===== config.mk =====
export PLATFORM = sky130hd
export DESIGN_NAME = frac_rate_ctrl
export DESIGN_NICKNAME = d
export VERILOG_FILES = /design/src/rtl/frac_rate_pkg.sv /design/src/rtl/frac_rate_regs.sv /design/src/rtl/frac_rate_dp.sv /design/src/rtl/frac_rate_ctrl.sv
export SDC_FILE = /design/constraint.sdc
export NUM_CORES = 1
export LEC_CHECK = 0
export BUFFER_PORTS_ARGS = -buffer_cell sky130_fd_sc_hd__clkbuf_2
export CAP_MARGIN = 30
export CELL_PAD_IN_SITES_DETAIL_PLACEMENT = 1
export CELL_PAD_IN_SITES_GLOBAL_PLACEMENT = 1
export CORE_MARGIN = 2
export CORE_UTILIZATION = 48
export DETAILED_ROUTE_END_ITERATION = 16
export PLACE_DENSITY_LB_ADDON = 0.12
export SLEW_MARGIN = 25
export SYNTH_ARGS = -nofsm -noshare
export SYNTH_HDL_FRONTEND = slang
export SYNTH_SLANG_ARGS = --single-unit

===== constraint.sdc =====
create_clock -name clk -period 4.7 [get_ports clk]
set_input_delay 0.47 -clock clk [delete_from_list [all_inputs] [get_ports clk]]
set_output_delay 0.47 -clock clk [all_outputs]
set_load 0.005 [all_outputs]

===== src/rtl/frac_rate_pkg.sv =====
package frac_rate_pkg;
  // log2 of the frame length in input clock cycles
  parameter int FRAME_LOG2 = 5;
  localparam int MULT_W = FRAME_LOG2 + 1;

  // command from the control module to the datapath
  typedef struct packed {
    logic              apply;
    logic [MULT_W-1:0] mult;
  } rateCmd_t;
endpackage


===== src/rtl/frac_rate_regs.sv =====
module frac_rate_regs
  import frac_rate_pkg::*;
#(
  parameter int REG_W    = 32,
  parameter int CODE_LSB = 8,
  parameter int KICK_BIT = 31
) (
  input  logic                  clk,
  input  logic                  rstN,
  input  logic                  wrEn,
  input  logic                  regSel,
  input  logic [REG_W-1:0]      wrData,
  input  logic                  frameEnd,
  output logic [REG_W-1:0]      rdData,
  output rateCmd_t              cmd,
  output logic                  kickPend,
  output logic [FRAME_LOG2-1:0] codeField
);
  localparam logic [MULT_W-1:0] FULL_MULT = MULT_W'(1 << FRAME_LOG2);
  localparam logic [REG_W-1:0]  KICK_MASK = REG_W'(1) << KICK_BIT;

  logic [REG_W-1:0] rateReg;
  logic [REG_W-1:0] ctrlStore;
  logic [REG_W-1:0] rateNext;
  logic             applyNow;
  logic             kickReq;

  assign codeField = rateReg[CODE_LSB +: FRAME_LOG2];
  assign applyNow  = kickPend && frameEnd;
  assign kickReq   = wrEn && regSel && wrData[KICK_BIT];

  // code field is frozen while a change is pending
  always_comb begin
    rateNext = wrData;
    if (kickPend) rateNext[CODE_LSB +: FRAME_LOG2] = codeField;
  end

  always_ff @(posedge clk or negedge rstN) begin
    if (!rstN) begin
      rateReg   <= '0;
      ctrlStore <= '0;
      kickPend  <= 1'b0;
    end else begin
      if (wrEn && !regSel) rateReg <= rateNext;
      if (wrEn && regSel)  ctrlStore <= wrData & ~KICK_MASK;
      if (applyNow)        kickPend <= 1'b0;
      else if (kickReq)    kickPend <= 1'b1;
    end
  end

  assign cmd.apply = applyNow;
  assign cmd.mult  = FULL_MULT - MULT_W'(codeField);

  assign rdData = regSel ? (ctrlStore | (kickPend ? KICK_MASK : '0)) : rateReg;
endmodule


===== src/rtl/frac_rate_dp.sv =====
module frac_rate_dp
  import frac_rate_pkg::*;
(
  input  logic              clk,
  input  logic              rstN,
  input  rateCmd_t          cmd,
  output logic              pulseEn,
  output logic              frameEnd,
  output logic [MULT_W-1:0] activeMult
);
  localparam logic [MULT_W-1:0] FULL_MULT = MULT_W'(1 << FRAME_LOG2);

  logic [FRAME_LOG2-1:0] frameCnt;
  logic [FRAME_LOG2-1:0] acc;
  logic [MULT_W-1:0]     sum;

  assign sum      = {1'b0, acc} + activeMult;
  assign pulseEn  = sum[FRAME_LOG2];
  assign frameEnd = &frameCnt;

  always_ff @(posedge clk or negedge rstN) begin
    if (!rstN) begin
      frameCnt   <= '0;
      acc        <= '0;
      activeMult <= FULL_MULT;
    end else begin
      frameCnt <= frameCnt + 1'b1;
      acc      <= sum[FRAME_LOG2-1:0];
      if (cmd.apply) activeMult <= cmd.mult;
    end
  end
endmodule


===== src/rtl/frac_rate_ctrl.sv =====
module frac_rate_ctrl
  import frac_rate_pkg::*;
#(
  parameter int REG_W    = 32,
  parameter int CODE_LSB = 8,
  parameter int KICK_BIT = 31
) (
  input  logic             clk,
  input  logic             rstN,
  input  logic             wrEn,
  input  logic             regSel,
  input  logic [REG_W-1:0] wrData,
  output logic [REG_W-1:0] rdData,
  output logic             pulseEn
);
  rateCmd_t              cmd;
  logic                  frameEnd;
  logic                  kickPend;
  logic [FRAME_LOG2-1:0] codeField;
  logic [MULT_W-1:0]     activeMult;

  frac_rate_regs #(
    .REG_W(REG_W), .CODE_LSB(CODE_LSB), .KICK_BIT(KICK_BIT)
  ) u_regs (
    .clk(clk), .rstN(rstN), .wrEn(wrEn), .regSel(regSel), .wrData(wrData),
    .frameEnd(frameEnd), .rdData(rdData), .cmd(cmd), .kickPend(kickPend),
    .codeField(codeField)
  );

  frac_rate_dp u_dp (
    .clk(clk), .rstN(rstN), .cmd(cmd), .pulseEn(pulseEn),
    .frameEnd(frameEnd), .activeMult(activeMult)
  );
endmodule


==> impl_metrics.toml <==
[outcome]
status = "complete, no violations"

[critical_path]
cp_max_fo = 3
r2r_start = "u_dp.frameCnt[0]"
cp-startpoint = "u_dp.activeMult[1]"
startpoint_type = "flip-flop"
critical_path_class = "reg2out"
crit_arrival_ns = 1.81
worstSetupEndpointType = "primary output"
reg2reg_depth = 5
required_ns = 4.23

[synthesis]
ys_types = 27
post-synth-top-count-cell = "mux2_2"
yosys.area.top_type_share_pct = 55.2
netlist_area_sq_mm = 0.00358
postSynthAreaPerCell_sq_um = 14.7
synthArstFlopShare_pct = 100
synth.area.top_cells = "dfrtp_1, mux2_2, ha_1"
yosysSeqAreaShare_pct = 55.9
synth_seq_cells = 80
synth_common_cells = "mux2_2, dfrtp_1, nand2_1"
syn_nets = 288
synthFlopType = "dfrtp_1"
synth_edf_count = 0
synth_area_leader_cell = "dfrtp_1"
synthCells = 243
yosysWarnings = 0

[clock_tree]
clockBufferDepth = 2
ctsRootBufferMaster = "clkbuf_8"
hold_buffers = 0
postCtsSetupBuffers = 0
cts-resized-gates = 0
clkSinkCount = 80
cts_tree = "yes"
htree_levels = 3
numCtsBuffers = 9
clk_pin_slew_ns = 0.08
clk_latency_ns = 0.34

[drt]
wirelength_mm = 6.70
drt_iter0_drc = 77
dr.pass1.iters = 3
drc = 0
wl_per_cell_um = 16.0
vias = 2168
viasPerCell = 5.17
ant_nets = 0

[cells_and_area]
layout.nets = 360
antennaDiodeCount = 0
synthToLayoutAreaGrowth_pct = 17.9
postLayoutCellArea_sq_mm = 0.00422
drive_gt1_share_pct = 57.2

[die]
num_rows = 31
io_pins = 69
initial_utilization_pct = 49.4
dieHeight_um = 90.4
fp.dieArea_sq_mm = 0.00817
core_sq_mm = 0.00725
die_x_um = 90.4

[power_and_ir_drop]
p_int_uw = 1390
leakagePower_uw = 0.00196
sw_frac_of_total_pct = 27.9
p_clk_share_pct = 26.2
power.density_mw_per_mm2 = 457
p_comb_share_pct = 26.9
power_switching_uw = 538
p_seq_share_pct = 46.9
vdd_ir_drop_max_mv = 0.207

[timing]
max_slew_margin_pct = 39.4
hold_viol_final = 0
setup_total_negative_slack_ns = 0
period_share_pct = 48.4
rsz0062_at_grt = "no"
setup_viol = 0
fin_skew_ns = 0.00540
fmax_mhz = 439
min_period_ns = 2.28
drv_slew = 0
worstMarginPinSlew_ns = 0.907

[place]
port_buffers = 68
gp_congestion = 0.734
hpwl_mm = 4.63
placed_cell_area_sq_mm = 0.00401

[grt]
grt_pass1_vias = 2274
overflow = 0
antenna_found_initial = 0
grt_start_max_net_pins = 50
grt_first_pass_wirelength_mm = 11.1
grt_usage_pct = 17.6

[flow_run]
cap_violations = 0

[hold_path]
worstHoldPathType = "in2async"
-- routing by layer --
layer | share of wire [%] | global-route usage [%] | wire length, um
met4 | 1.6 | 7.31 | 107
met1 | 46 | 22.5 | 3090
met2 | 48 | 28.3 | 3210
met5 | 0 | 0 | 0
met3 | 4.4 | 4.92 | 295
-- cell usage in the layout, fill, tap and decap left out, drive strengths merged --
| cell type | n |
|---|---|
| a211oi | 1 |
| a21o | 2 |
| a21oi | 3 |
| a22o | 1 |
| a31oi | 2 |
| and2b | 1 |
| and3 | 1 |
| buf | 5 |
| bufinv | 1 |
| clkbuf | 80 |
| clkinv | 2 |
| dfrtp | 79 |
| dfstp | 1 |
| fa | 1 |
| ha | 8 |
| inv | 4 |
| mux2 | 94 |
| nand2 | 9 |
| nand3 | 1 |
| nand4b | 1 |
| nor2b | 1 |
| nor3 | 2 |
| nor3b | 3 |
| nor4b | 1 |
| o21ai | 8 |
| xnor2 | 3 |
| xor2 | 5 |
-- through the flow --
| stage | hold WS, ns | worst slack (ns) | total power, uW | instances | utilization [%] |
|---|---|---|---|---|---|
| after global placement | 0.445 | 2.13 | 1420 | 401 | 54.9 |
| final | 0.0708 | 2.42 | 1930 | 419 | 58.2 |
| after global routing | 0.0760 | 2.29 | 2060 | 419 | 58.2 |
| after detailed placement | 0.443 | 2.12 | 1450 | 402 | 55.3 |
| after floorplan | 0.174 | 3.01 | 1260 | 243 | - |
| after CTS | 0.0629 | 2.38 | 1960 | 418 | 58.1 |
-- critical path, stage by stage (launching register included) --
cell,delay [ns]
dfrtp_1,0.42
ha_1,0.33
a211oi_1,0.33
nor4b_1,0.10
nand4b_1,0.18
clkbuf_2,0.12
-- registers in the layout, indices dropped and copies added, names as in the netlist --
signal / flops
u_dp.acc: 5
u_regs.rateReg: 32
u_dp.frameCnt: 5
u_regs.ctrlStore: 31
u_dp.activeMult: 6
u_regs.kickPend: 1
-- cell families after synthesis --
family / synth area share (%)
buffers and inverters: 2.62
adders and majority gates: 3.35
and+or+nand+nor: 3.32
muxes: 30.1
DFF: 55.9
xor gates and xnor gates: 1.96
AOI/OAI and AO/OA: 2.76
-- final cells by class --
cell class                 instances  area (sq um)
clock buffer                      13           159
clock inverter                     3          40.0
fill                             735          3030
inverter                           4          15.0
multi-input combinational        148          1490
sequential                        80          2000
tap                               99           124
timing repair buffer              72           397
-- power by group through the flow --
stage / clock (uW) / combinational [uW] / sequential [uW]
after floorplan: 0 / 371 / 893
after global placement: 0 / 505 / 914
after detailed placement: 0 / 526 / 921
after CTS: 522 / 531 / 908
after global routing: 549 / 582 / 924
final: 506 / 519 / 905
-- path summary, 6_finish.rpt --
check	end	slack (ns)
worst min-delay path	u_dp.activeMult[2]	0.07
worst min register to register	u_dp.frameCnt[0]	0.47
worst max register to register	u_dp.activeMult[1]	2.98
worst max-delay path	pulseEn	2.42
max in group asynchronous	u_regs.ctrlStore[26]	4.04
min in group clk	u_regs.ctrlStore[22]	0.37
(Power assumes the default switching activity.)
